==> src/rtl/pdec_pkg.sv <==
// Package: shared sizes, target indices and the fixed address windows.
// Assumes windows are aligned to their power-of-two size and do not overlap.
package pdec_pkg;
    localparam int ADDR_W  = 24;
    localparam int REG_W   = 16;
    localparam int N_TGT   = 5;
    localparam int SEL_W   = N_TGT + 1;
    localparam int EXT_IDX = N_TGT;
    localparam int N_PIN   = 4;
    localparam logic [REG_W-1:0] EN_RESET = 16'h0005;

    // Target index doubles as the enable bit position.
    typedef enum int {
        T_CAN1 = 0,
        T_CAN2 = 1,
        T_RAM1 = 2,
        T_RAM2 = 3,
        T_RTC  = 4
    } tgt_e;

    // Base address of the window owned by target i.
    function automatic logic [ADDR_W-1:0] win_base(input int i);
        case (i)
            T_CAN1:  win_base = 24'h00EF00;
            T_CAN2:  win_base = 24'h00EE00;
            T_RAM1:  win_base = 24'h00E000;
            T_RAM2:  win_base = 24'h00C000;
            default: win_base = 24'h00EC00;
        endcase
    endfunction

    // log2 of the window size for target i.
    function automatic int win_log2(input int i);
        case (i)
            T_RAM1:  win_log2 = 11;
            T_RAM2:  win_log2 = 13;
            default: win_log2 = 8;
        endcase
    endfunction
endpackage

==> src/rtl/pdec_enreg.sv <==
// Enable register: holds the low EN_W bits written over the register bus.
// Assumes a synchronous active-low reset; upper read bits are tied to zero.
module pdec_enreg #(
    parameter int                 REG_W   = 16,
    parameter int                 EN_W    = 5,
    parameter logic [REG_W-1:0]   RST_VAL = 16'h0005
) (
    input  logic             clk,
    input  logic             rst_n,
    input  logic             we,
    input  logic [REG_W-1:0] wdata,
    output logic [EN_W-1:0]  en_q,
    output logic [REG_W-1:0] rdata
);
    // Capture writable bits; reset to the power-on enables.
    always_ff @(posedge clk) begin
        if (!rst_n)
            en_q <= RST_VAL[EN_W-1:0];
        else if (we)
            en_q <= wdata[EN_W-1:0];
    end

    // Zero-extend the stored bits for read-back.
    always_comb begin
        rdata           = '0;
        rdata[EN_W-1:0] = en_q;
    end
endmodule

==> src/rtl/pdec_winmatch.sv <==
// Window matcher: one hit bit per target window, compared on the address
// bits above the window size. Assumes windows from pdec_pkg are aligned.
module pdec_winmatch
    import pdec_pkg::*;
#(
    parameter int AW = ADDR_W,
    parameter int N  = N_TGT
) (
    input  logic [AW-1:0] addr,
    output logic [N-1:0]  hit
);
    for (genvar i = 0; i < N; i++) begin : g_win
        localparam int          SH   = win_log2(i);
        localparam logic [AW-1:0] BASE = win_base(i);
        // Compare the upper address bits against the window base.
        assign hit[i] = (addr[AW-1:SH] == BASE[AW-1:SH]);
    end
endmodule

==> src/rtl/pdec_route.sv <==
// Router: turns window hits and enables into a one-hot select, the
// no-target flag and the pin-release flags. Assumes at most one hit.
module pdec_route
    import pdec_pkg::*;
#(
    parameter int N = N_TGT
) (
    input  logic [N-1:0]     hit,
    input  logic [N-1:0]     en,
    output logic [N:0]       sel,
    output logic             no_target,
    output logic [N_PIN-1:0] pin_free
);
    logic [N-1:0] fallback;
    logic         any_hit;
    logic         ext_fb;

    // Per-window condition under which a disabled window goes external.
    always_comb begin
        fallback         = '1;
        fallback[T_CAN1] = !en[T_CAN2];
        fallback[T_CAN2] = !en[T_CAN1];
        fallback[T_RTC]  = !en[T_CAN1] && !en[T_CAN2];
    end

    // Pick the internal target, the external path or nothing.
    always_comb begin
        sel     = '0;
        ext_fb  = 1'b0;
        any_hit = |hit;
        for (int i = 0; i < N; i++) begin
            if (hit[i] && en[i])
                sel[i] = 1'b1;
            if (hit[i] && !en[i] && fallback[i])
                ext_fb = 1'b1;
        end
        sel[N]    = !any_hit || ext_fb;
        no_target = any_hit && !(|sel);
    end

    // Release CAN pins when the owning controller is off (bit i = pin 4.(4+i)).
    always_comb begin
        pin_free[0] = !en[T_CAN2];
        pin_free[1] = !en[T_CAN1];
        pin_free[2] = !en[T_CAN1];
        pin_free[3] = !en[T_CAN2];
    end
endmodule

==> src/rtl/periph_addr_decoder.sv <==
// Top: peripheral-enable register plus combinational address decode.
// Assumes a single clock and a synchronous active-low reset.
module periph_addr_decoder
    import pdec_pkg::*;
(
    input  logic              clk,
    input  logic              rst_n,
    input  logic              reg_we,
    input  logic [REG_W-1:0]  reg_wdata,
    output logic [REG_W-1:0]  reg_rdata,
    input  logic [ADDR_W-1:0] bus_addr,
    output logic [SEL_W-1:0]  sel,
    output logic              no_target,
    output logic [N_PIN-1:0]  pin_free
);
    logic [N_TGT-1:0] en_q;
    logic [N_TGT-1:0] hit;

    pdec_enreg #(
        .REG_W  (REG_W),
        .EN_W   (N_TGT),
        .RST_VAL(EN_RESET)
    ) u_reg (
        .clk  (clk),
        .rst_n(rst_n),
        .we   (reg_we),
        .wdata(reg_wdata),
        .en_q (en_q),
        .rdata(reg_rdata)
    );

    pdec_winmatch #(
        .AW(ADDR_W),
        .N (N_TGT)
    ) u_win (
        .addr(bus_addr),
        .hit (hit)
    );

    pdec_route #(
        .N(N_TGT)
    ) u_route (
        .hit      (hit),
        .en       (en_q),
        .sel      (sel),
        .no_target(no_target),
        .pin_free (pin_free)
    );
endmodule

==> config.mk <==
export PLATFORM = sky130hd
export DESIGN_NAME = periph_addr_decoder
export DESIGN_NICKNAME = d
export VERILOG_FILES = /design/src/rtl/pdec_pkg.sv /design/src/rtl/pdec_enreg.sv /design/src/rtl/pdec_winmatch.sv /design/src/rtl/pdec_route.sv /design/src/rtl/periph_addr_decoder.sv
export SDC_FILE = /design/constraint.sdc
export NUM_CORES = 1
export LEC_CHECK = 0
export BUFFER_PORTS_ARGS = -buffer_cell sky130_fd_sc_hd__buf_2
export CORE_MARGIN = 1
export CORE_UTILIZATION = 30
export CTS_CLUSTER_SIZE = 24
export DETAILED_ROUTE_END_ITERATION = 8
export PLACE_DENSITY = 0.79
export SLEW_MARGIN = 20
export SYNTH_ARGS = -nofsm -noshare
export SYNTH_HDL_FRONTEND = slang
export SYNTH_SLANG_ARGS = --single-unit
==> constraint.sdc <==
create_clock -name clk -period 2.25 [get_ports clk]
set_clock_uncertainty 0.2 [all_clocks]
set_input_delay 0.45 -clock clk [delete_from_list [all_inputs] [get_ports clk]]
set_output_delay 0.45 -clock clk [all_outputs]
set_load 0.1 [all_outputs]
Yosys cells after proc, flatten, opt, wreduce, memory -nomap -nowiden
Cells that the tools add are included.
{"block": "classes", "n_reduce_logical": 25, "n_eq_ne": 5, "mux": 10}
{"operator": "16-bit by 8-bit == test with 1-bit output (second input constant)", "n": 3}
{"operator": "1-bit logical AND", "n": 15}
{"operator": "13-bit by 5-bit == test with 1-bit output (second input constant)", "n": 1}
{"operator": "11-bit by 3-bit == test with 1-bit output (second input constant)", "n": 1}
{"operator": "1-bit 2-to-1 mux", "n": 10}
{"operator": "1-bit zero test", "n": 7}
{"operator": "6-bit OR reduction", "n": 1}
{"operator": "5-bit OR reduction", "n": 1}
{"operator": "1-bit logical OR", "n": 1}
{"block": "word_totals", "elab_cells": 41, "register_bits": 5, "in_bits": 43, "out_inout_bits": 27}

Longest topological paths before layout
Gate-level depths: netlist of run 1.
{"block": "depth", "ltp_word": 12, "mapped_depth": 4, "mapped_depth_nobuf": 4}

Hierarchy
Synthesis of run 1 repeated with hierarchy kept, for this count alone.
{"block": "unflattened", "cells_unflattened": 66, "area_unflattened_um2": 550.5}
{"module": "pdec_enreg", "n_inst": 1, "cells_per_inst": 33, "seq_area_each_um2": 100.1, "area_each_um2": 311.5}
{"module": "pdec_route", "n_inst": 1, "cells_per_inst": 20, "seq_area_each_um2": 0.0, "area_each_um2": 125.1}
{"module": "pdec_winmatch", "n_inst": 1, "cells_per_inst": 13, "seq_area_each_um2": 0.0, "area_each_um2": 113.9}

Worst setup path before layout of run 1
OpenSTA, ideal clock, no wires.
{"block": "synth_path", "path_kind": "register to output", "start": "reg u_reg.en_q[1]", "end": "out sel[1]", "arrival_time_ps": 3973, "n_path_buf": 0, "path_stages_with_launch": 3, "setup_slack_ps": -2373, "cell_sequence": "dfxtp_1 inv_1 nor3_1"}
{"block": "synth_between", "elab_chain_len": 2}
{"element": "from (decl)", "line_no": "pdec_enreg.sv:12", "rtl": "output logic [EN_W-1:0] en_q,"}
{"element": "from (signal assigned)", "line_no": "pdec_enreg.sv:18", "rtl": "en_q <= RST_VAL[EN_W-1:0];"}
{"element": "from (signal assigned)", "line_no": "pdec_enreg.sv:20", "rtl": "en_q <= wdata[EN_W-1:0];"}
{"element": "1-bit logical AND", "line_no": "pdec_route.sv:32", "rtl": "if (hit[i] && en[i])"}
{"element": "1-bit 2-to-1 mux", "line_no": "pdec_route.sv:32"}
{"element": "to (decl)", "line_no": "periph_addr_decoder.sv:12", "rtl": "output logic [SEL_W-1:0] sel,"}
No other way between the ends.

Worst setup path in the final report of run 1
{"block": "layout_path", "start": "in bus_addr[18]", "end": "out no_target"}
{"block": "layout_between", "elab_chain_len": 12, "elab_cells_between_ends": 34}
{"element": "from (decl)", "line_no": "periph_addr_decoder.sv:11", "rtl": "input logic [ADDR_W-1:0] bus_addr,"}
{"element": "16-bit by 8-bit == test with 1-bit output", "line_no": "pdec_winmatch.sv:16", "rtl": "assign hit[i] = (addr[AW-1:SH] == BASE[AW-1:SH]);"}
{"element": "1-bit logical AND (2 in a row)", "line_no": "pdec_route.sv:34", "rtl": "if (hit[i] && !en[i] && fallback[i])"}
{"element": "1-bit 2-to-1 mux (5 in a row)", "line_no": "pdec_route.sv:34"}
{"element": "1-bit logical OR", "line_no": "pdec_route.sv:37", "rtl": "sel[N] = !any_hit || ext_fb;"}
{"element": "6-bit OR reduction", "line_no": "pdec_route.sv:38", "rtl": "no_target = any_hit && !(|sel);"}
{"element": "1-bit zero test", "line_no": "pdec_route.sv:38"}
{"element": "1-bit logical AND (*)", "line_no": "pdec_route.sv:38"}
{"element": "to (decl)", "line_no": "periph_addr_decoder.sv:13", "rtl": "output logic no_target,"}
Every way passes the cells marked *; elsewhere a longest branch is shown, timed or not.

==> impl_metrics.yaml, run 1 <==
floorplan:
  dieArea_um2: 1870
  die_y_um: 43.3
  row_count: 14
  boundaryPins: 70
  start_util_pct: 33.2
  die_w_um: 43.3
  fp.coreArea_um2: 1540
timing:
  finalHoldViolations: 0
  finalWorstSetupSlack_ps: -130
  fmax_mhz: 420
  report.final.slew_viol_count: 0
  hold_ws_ps: 216
  finalSetupViolCount: 3
  rsz0062_at_grt: "yes"
  final.min_clock_period_ps: 2380
  fin_crit_sh_pct: 106
logic_synthesis:
  ys_warn_count: 0
  yosys-top-cells-area: "dfxtp_1 20%, buf_4 19%, mux2i_1 7.8%"
  synth_top_area_share_pct: 19.6
  yosysMostFrequentCell: "buf_4"
  ys.flop_type: "dfxtp_1"
  ys_seq_area_share_pct: 19.6
  synth_common_cells: "13 x buf_4, 5 x dfxtp_1"
  syn-cell-area_um2: 512
  synth.distinct_cells: 28
  synth_enable_flop_cells: 0
  avgSynthCellArea_um2: 8.00
  ys_ff_latch: 5
  netlist_instances: 64
  yosysTopAreaCell: "dfxtp_1"
  async_reset_ff_share_pct: 0
layout:
  diodes: 0
  area_delta_synth_final_pct: 90.0
  nets: 155
  drive_gt1_share_pct: 64.0
  largest_reg_flops: 5
  reg_top3: "u_reg.en_q: 5 flops"
  regMostFlops: "u_reg.en_q"
drt:
  wirelength_um: 1390
  vias: 612
  detail-route-antenna-nets: 0
  drt_iter0_drc: 5
  viasPerCell: 4.82
  drt_first_pass_iters: 4
  drc: 0
  wl_per_cell_um: 10.9
worst_setup_path:
  crit_required_ps: 1600
  crit_type: "input pin to primary output"
  cp_num_buf_inv: 2
  cp_data_arrival_time_ps: 1730
  crit_chain: "buf_6 -> nor4_4 -> nand3_4 -> a311oi_2 -> nor4b_4 -> buf_12"
  crit_slowest_cell: "nor4b_4"
  cp-start-kind: "input pin"
  critPathTopFamily: "simple AND/OR/NAND/NOR gates"
  max_stage_delay_ps: 310
  cp-end-kind: "primary output"
  critical_path.max_fanout: 3
global_routing:
  grt.busiest_layer: "met2"
  globalRouteMet2Util_pct: 30.4
  antenna_found_initial: 0
  grt_usage_pct: 15.2
  use_met3_pct: 3.40
  grt_max_degree: 7
  grt_pass1_vias: 521
  grt_pass1_wl_um: 2120
  grt_use_met1_pct: 14.0
  grt_overflow_total: 0
placed_design:
  place_ws_ps: -189
  dpl.hpwl_um: 1240
  gp_congestion: 0.833
  numPortBuffers: 39
status:
  failed_checks: "setup timing"
  status: "finished with violations"
cts:
  cts-buffers-inserted: 3
  insertion_delay_ps: 240
  cts_root_buf: "clkbuf_4"
  cts_max_path_buffers: 2
  cts_htree_levels: 1
  cts_tree: "done"
  clkTransAtPathRegs_ps: 40
  hold_buffers: 0
  clock_sinks: 5
pwr:
  p_leak_uw: 0.000459
  powerDensity_nw_per_um2: 455
  vdd_ir_drop_max_uv: 314
  total_power_uw: 442
run:
  maxCapViolCount: 0
min_path:
  holdCritPathClass: "input pin to register"
[area by class of cell]
cell class              count  area [µm²]
flip-flops and latches      5         114
repair buffers             47         373
multi-input cells          52         420
well taps                  16        20.0
fillers                   140         569
inverters                   3        18.8
clock buffers               4        26.3
[timing repair]
item | in CTS | in global routing
endpoints found under the setup margin | 4 | 4
setup buffers | 0 | 0
hold endpoints to repair | 0 | 0
pin swaps | 0 | 2
resized for setup | 2 | 5
gates cloned | 0 | 0
[kinds of logic (layout without fill, tap and decap cells)]
group                  count (synthesis)  in the layout  share of synthesized area [%]
AND/OR/NAND/NOR                       28             28                           36.2
AO/OA/AOI/OAI                          9              9                           13.7
buffers and inverters                 17             54                           22.0
other                                  1             11                          0.733
flip-flops                             5              5                           19.6
multiplexers                           4              4                           7.82
[per-layer routing]
layer,vias to the layer above,part of all wire (%)
li1,297,-
met1,278,32
met2,37,58
met3,0,9.7
met4,0,0
met5,-,0
[report_power, final]
part           switching (µW)  internal, µW  total, µW
clock                    37.9          67.1        105
sequential               6.77          93.9        101
combinational             193          43.8        237
total                     237           205        442
[stage by stage]
step / cell area [µm²] / utilization [%] / setup TNS (ps) / cells
after floorplan: 633 / - / -3060 / 74
after global placement: 912 / 59.2 / -449 / 123
after detailed placement: 912 / 59.2 / -571 / 123
after CTS: 951 / 61.7 / -483 / 127
after global routing: 972 / 63.1 / -496 / 127
final: 972 / 63.1 / -278 / 127
[final timing paths]
| path | start | end | slack (ps) | cells past startpoint |
|---|---|---|---|---|
| setup reg to reg | u_reg.en_q[0] | u_reg.en_q[0] | 1330 | 2 |
| setup / recovery | bus_addr[18] | no_target | -130 | 6 |
| hold / removal | rst_n | u_reg.en_q[2] | 220 | 2 |
| hold reg to reg | u_reg.en_q[2] | u_reg.en_q[2] | 310 | 2 |
[cell usage in the layout (no fill, tap or decap), types with 2 or more instances in the layout]
master      count
dfxtp_2         2
buf_12          7
buf_4           8
clkinvlp_4      2
clkbuf_4        3
buf_2          30
nor2_4          2
o211ai_1        2
nor3_4          3
nand2_1         4
nand3_1         2
nor2_1          2
mux2i_1         4
dfxtp_4         3
nand2b_1        2
nor2b_1         3
buf_6           2
conb_1         11
No activity file was read; power rests on OpenSTA's default activity.
==> run 2: changes to the inputs <==
==> constraint.sdc (replaced) <==
create_clock -name clk -period 2.25 [get_ports clk]
set_clock_uncertainty 0.2 [all_clocks]
set_input_delay 0.225 -clock clk [delete_from_list [all_inputs] [get_ports clk]]
set_output_delay 0.225 -clock clk [all_outputs]
set_load 0.1 [all_outputs]
==> impl_metrics.yaml, run 2 (same netlist as run 1, synthesis figures left out) <==
pwr:
  p_clk_share_pct: 24.6
  netSwitchingPower_uw: 233
  internal-power_uw: 200
  p_seq_share_pct: 23.4
  combPwrFrac_pct: 52.0
  vdd_ir_drop_max_uv: 327
  total_power_uw: 433
  sw_frac_of_total_pct: 53.7
  p_leak_uw: 0.000409
  powerDensity_nw_per_um2: 491
worst_setup_path:
  critPathTopFamily: "compound AO/OA/AOI/OAI gates"
  critical_path.max_fanout: 5
  cp-start-kind: "register"
  crit_required_ps: 1820
  cp_data_arrival_time_ps: 1560
  crit_chain: "clkinvlp_4 -> o21a_1 -> o31ai_1 -> nor4b_4 -> buf_12"
  cp-end-kind: "primary output"
  cp_num_buf_inv: 2
  crit_slowest_cell: "dfxtp_4"
  max_stage_delay_ps: 360
  crit_type: "register to primary output"
global_routing:
  grt_pass1_wl_um: 2090
  grt_max_degree: 7
  grt_pass1_vias: 562
  antenna_found_initial: 0
  grt_usage_pct: 15.4
  grt_overflow_total: 0
cts:
  cts-buffers-inserted: 3
  cts_setup_buffers: 0
  clock_sinks: 5
  cts_tree: "done"
  cts_max_path_buffers: 2
  insertion_delay_ps: 250
  clkTransAtPathRegs_ps: 40
  cts_root_buf: "clkbuf_4"
  cts-resized-gates: 0
  cts_htree_levels: 1
layout:
  nets: 150
  final_cell_mix: "32 x buf_2, 11 x conb_1, 7 x buf_12, 4 x nand2_1, 4 x mux2i_1"
  design_area_um2: 882
  drive_gt1_share_pct: 58.5
  fillers: 147
  reg_top3: "u_reg.en_q: 5 flops"
  instances_no_fill: 122
  layout_commonest_cell: "buf_2"
  diodes: 0
  area_delta_synth_final_pct: 72.4
  largest_reg_flops: 5
  regMostFlops: "u_reg.en_q"
drt:
  drt_iter0_drc: 2
  detail-route-antenna-nets: 0
  vias: 579
  drt_first_pass_iters: 2
  wl_per_cell_um: 10.2
  wirelength_um: 1250
  viasPerCell: 4.75
  drc: 0
timing:
  final.min_clock_period_ps: 1990
  report.final.slew_viol_count: 0
  fmax_mhz: 503
  finalHoldViolations: 0
  finalSetupViolCount: 0
  fin_crit_sh_pct: 88.4
  tns_ps: 0
  rsz0062_at_grt: "no"
placed_design:
  dpl-instance-area_um2: 836
  numPortBuffers: 39
  gp_congestion: 0.817
  dpl.hpwl_um: 1050
  place_inst: 116
floorplan:
  die_y_um: 43.3
  start_util_pct: 33.2
  boundaryPins: 70
  dieArea_um2: 1870
  row_count: 14
  fp.coreArea_um2: 1540
  die_w_um: 43.3
status:
  status: "finished, final reports clean"
min_path:
  holdCritPathClass: "input pin to register"
run:
  maxCapViolCount: 0
[run 2: layout make-up]
class	instances	area (µm²)	share of cell area, %
clock buffers	4	26.3	2.98
inverters	3	18.8	2.13
multi-input cells	52	378	42.8
flip-flops and latches	5	111	12.6
well taps	16	20.0	2.27
repair buffers	42	328	37.2
[run 2: worst reg2reg max path, stage by stage (launching register included)]
cell	delay [ps]
dfxtp_4	360
clkinvlp_4	110
o211ai_1	150
[run 2: timing repair]
item,4_1_cts,5_1_grt
hold buffers,2,0
hold endpoints to repair,2,0
setup endpoints to repair,0,0
[run 2: final timing paths]
path	from	end	slack (ps)	cells past startpoint
worst min register to register	u_reg.en_q[2]	u_reg.en_q[2]	330	2
worst max-delay path	u_reg.en_q[1]	no_target	260	5
worst min-delay path	reg_wdata[2]	u_reg.en_q[2]	20	3
worst max register to register	u_reg.en_q[0]	u_reg.en_q[0]	1340	2
[run 2: layer usage]
layer,share of wire [%],global-route usage [%]
met5,0,0
met4,2.3,10.9
met3,9.0,2.98
met2,53,29.6
met1,36,14.0
[run 2: power by group through the flow]
stage	clock, µW	combinational, µW	sequential (µW)
after detailed placement	0	222	103
after floorplan	0	162	142
after global routing	118	235	102
final	106	225	101
after CTS	110	225	101
after global placement	0	219	102
[run 2: per-stage QoR]
stage          hold slack [ps]  worst slack, ps  utilization [%]
2_1_floorplan             86.9             -756                -
3_3_place_gp               226              284             54.2
3_5_place_dp               236              262             54.2
4_1_cts                   3.63              236             57.2
5_1_grt                   43.6              146             57.2
6_report                  23.0              261             57.2
==> run 3: changes to the inputs <==
--- a/config.mk
+++ b/config.mk
@@ -7,11 +7,12 @@
 export LEC_CHECK = 0
 export BUFFER_PORTS_ARGS = -buffer_cell sky130_fd_sc_hd__buf_2
 export CORE_MARGIN = 1
-export CORE_UTILIZATION = 30
+export CORE_UTILIZATION = 31
 export CTS_CLUSTER_SIZE = 24
 export DETAILED_ROUTE_END_ITERATION = 8
-export PLACE_DENSITY = 0.79
+export PLACE_DENSITY = 0.78
 export SLEW_MARGIN = 20
 export SYNTH_ARGS = -nofsm -noshare
 export SYNTH_HDL_FRONTEND = slang
+export SYNTH_HIERARCHICAL = 1
 export SYNTH_SLANG_ARGS = --single-unit
==> impl_metrics.yaml, run 3 <==
status:
  status: "finished with violations"
  failed_checks: "setup timing"
placed_design:
  dpl-instance-area_um2: 921
  gp_congestion: 0.717
  dpl.hpwl_um: 1230
  numPortBuffers: 39
floorplan:
  start_util_pct: 34.9
  dieArea_um2: 1950
  die_y_um: 44.1
  boundaryPins: 70
  fp.coreArea_um2: 1580
  row_count: 14
  die_w_um: 44.1
timing:
  finalWorstSetupSlack_ps: -176
  rsz0062_at_grt: "yes"
  finalSetupViolCount: 2
  tns_ps: -324
  final.min_clock_period_ps: 2430
  report.final.slew_viol_count: 0
  finalHoldViolations: 0
  fmax_mhz: 412
  fin_crit_sh_pct: 108
layout:
  multiInputGateArea_um2: 448
  regArea_um2: 100
  fillers: 131
  diodes: 0
  nets: 157
  area_delta_synth_final_pct: 88.6
  drive_gt1_share_pct: 65.5
  regMostFlops: "u_reg/en_q"
  final_cell_mix: "29 x buf_2, 11 x conb_1, 9 x buf_4, 7 x buf_12, 6 x and2_4"
  largest_reg_flops: 5
  layout_commonest_cell: "buf_2"
  reg_top3: "u_reg/en_q: 5 flops"
  design_area_um2: 1040
logic_synthesis:
  ys_seq_area_share_pct: 18.2
  yosys-top-cells-area: "buf_4 25%, dfxtp_1 18%, mux2i_1 9.1%"
  ys_ff_latch: 5
  ys.flop_type: "dfxtp_1"
  synth.distinct_cells: 27
  yosysMostFrequentCell: "buf_4"
  ys_warn_count: 6
  avgSynthCellArea_um2: 8.34
  async_reset_ff_share_pct: 0
  yosysTopAreaCell: "buf_4"
  synth_top_area_share_pct: 24.5
  synth_common_cells: "18 x buf_4, 5 x and2_1, 5 x dfxtp_1, 5 x mux2i_1"
  netlist_instances: 66
  syn-cell-area_um2: 551
  synth_enable_flop_cells: 0
global_routing:
  grt_max_degree: 6
  grt_pass1_vias: 612
  grt_usage_pct: 17.9
  antenna_found_initial: 0
  grt_pass1_wl_um: 2570
  grt_overflow_total: 0
worst_setup_path:
  cp_num_buf_inv: 2
  critPathTopFamily: "simple AND/OR/NAND/NOR gates"
  crit_required_ps: 1820
  critical_path.max_fanout: 3
  cp-start-kind: "input pin"
  max_stage_delay_ps: 540
  worstReg2RegStart: "u_reg/en_q[0]"
  crit_slowest_cell: "or4_4"
  cp_data_arrival_time_ps: 2000
  r2r_slack_ps: 850
  crit_chain: "buf_6 -> or4_4 -> nor4_4 -> nand2b_1 -> a211oi_2 -> a21oi_2 -> and2_4 -> buf_12"
  reg2regPathDepth: 3
  crit_type: "input pin to primary output"
  reg2reg_to: "u_reg/en_q[0]"
  crit_cells: 8
  cp-end-kind: "primary output"
pwr:
  p_clk_share_pct: 25.0
  p_seq_share_pct: 23.9
  combPwrFrac_pct: 51.2
  sw_frac_of_total_pct: 52.5
  vdd_ir_drop_max_uv: 311
  netSwitchingPower_uw: 223
  p_leak_uw: 0.000517
  internal-power_uw: 202
  powerDensity_nw_per_um2: 410
drt:
  viasPerCell: 4.75
  dr_wl_met3_um: 75
  vias: 613
  drc: 0
  drt_iter0_drc: 7
  wirelength_um: 1550
  detail-route-antenna-nets: 0
  drt_first_pass_iters: 5
  highest_layer: "met4"
  drt-met1-wl_um: 548
  route.met2.wl_um: 892
  wl_per_cell_um: 12.0
min_path:
  whs_path_depth: 3
  holdCritPathClass: "input pin to register"
  whs_endpoint: "u_reg/en_q[2]"
  min_from: "reg_wdata[2]"
cts:
  cts_tree: "done"
  cts_root_buf: "clkbuf_4"
  insertion_delay_ps: 240
  clkTransAtPathRegs_ps: 50
  cts_htree_levels: 1
  clock_sinks: 5
  cts_max_path_buffers: 2
  cts-buffers-inserted: 3
run:
  maxCapViolCount: 0
run 3: changes by cell type in the layout (fill, tap and decap cells not counted), sizes merged, moves of 2 or more:
| cell | change |
|---|---|
| nand2b | -2 |
| nor2 | -3 |
| or2 | +2 |
| nand3 | -3 |
| buf | +10 |
| clkinvlp | -2 |
| and2 | +5 |
| nor3 | -3 |
| o211ai | -2 |
| nor4 | +4 |
| nand2 | -2 |
| or4 | +2 |
| inv | +3 |
run 3: area by class of cell:
type,instances,share of cell area [%]
multi-input cells,48,43.1
flip-flops and latches,5,9.64
well taps,16,1.93
inverters,4,1.45
repair buffers,52,41.3
clock buffers,4,2.53
run 3: cells by family (layout without fill, tap and decap cells):
family / count (synthesis) / count (layout) / share of synthesized area [%]
AOI/OAI and AO/OA: 3 / 3 / 3.86
buffers and inverters: 23 / 60 / 29.3
DFF: 5 / 5 / 18.2
muxes: 5 / 5 / 9.09
other: 1 / 11 / 0.681
and+or+nand+nor: 29 / 29 / 38.9
run 3: stage by stage:
step           hold WS [ps]  total power (µW)  setup WS [ps]  cells  utilization [%]
4_1_cts                5.30               429           -196    128             64.0
5_1_grt                5.86               443           -260    129             65.9
3_5_place_dp            239               312           -247    120             58.4
6_report               8.35               426           -176    129             65.9
2_1_floorplan          86.9               302          -71.2     76                -
3_3_place_gp            232               309           -206    120             58.4
run 3: how the worst max path moves through the flow:
stage	to	startpoint
global placement	no_target	bus_addr[21]
finish	no_target	bus_addr[8]
CTS	no_target	bus_addr[18]
detailed placement	no_target	bus_addr[21]
floorplan	no_target	bus_addr[8]
global route	no_target	bus_addr[8]
run 3: power by group through the flow:
stage          logic [µW]  registers [µW]  clock network [µW]
6_report              218             102                 106
5_1_grt               225             102                 115
4_1_cts               215             102                 112
3_5_place_dp          209             103                   0
3_3_place_gp          207             102                   0
2_1_floorplan         201             101                   0
run 3: routing by layer:
layer	up-vias	track usage, %
li1	296	-
met1	290	17.1
met2	25	36.2
met3	2	5.31
met4	0	4.85
met5	-	0
run 3: timing repair:
item                                   CTS  global route
pin swaps                                4             4
hold buffers                             2             0
gates resized for setup                  5             6
setup buffers                            2             1
endpoints found under the hold margin    2             0
setup endpoints to repair                3             5
cloned                                   0             0
run 3: worst min-delay path, cell delays in order:
cell and delay, ps:
buf_2 80, mux2i_1 60, nand2_1 60
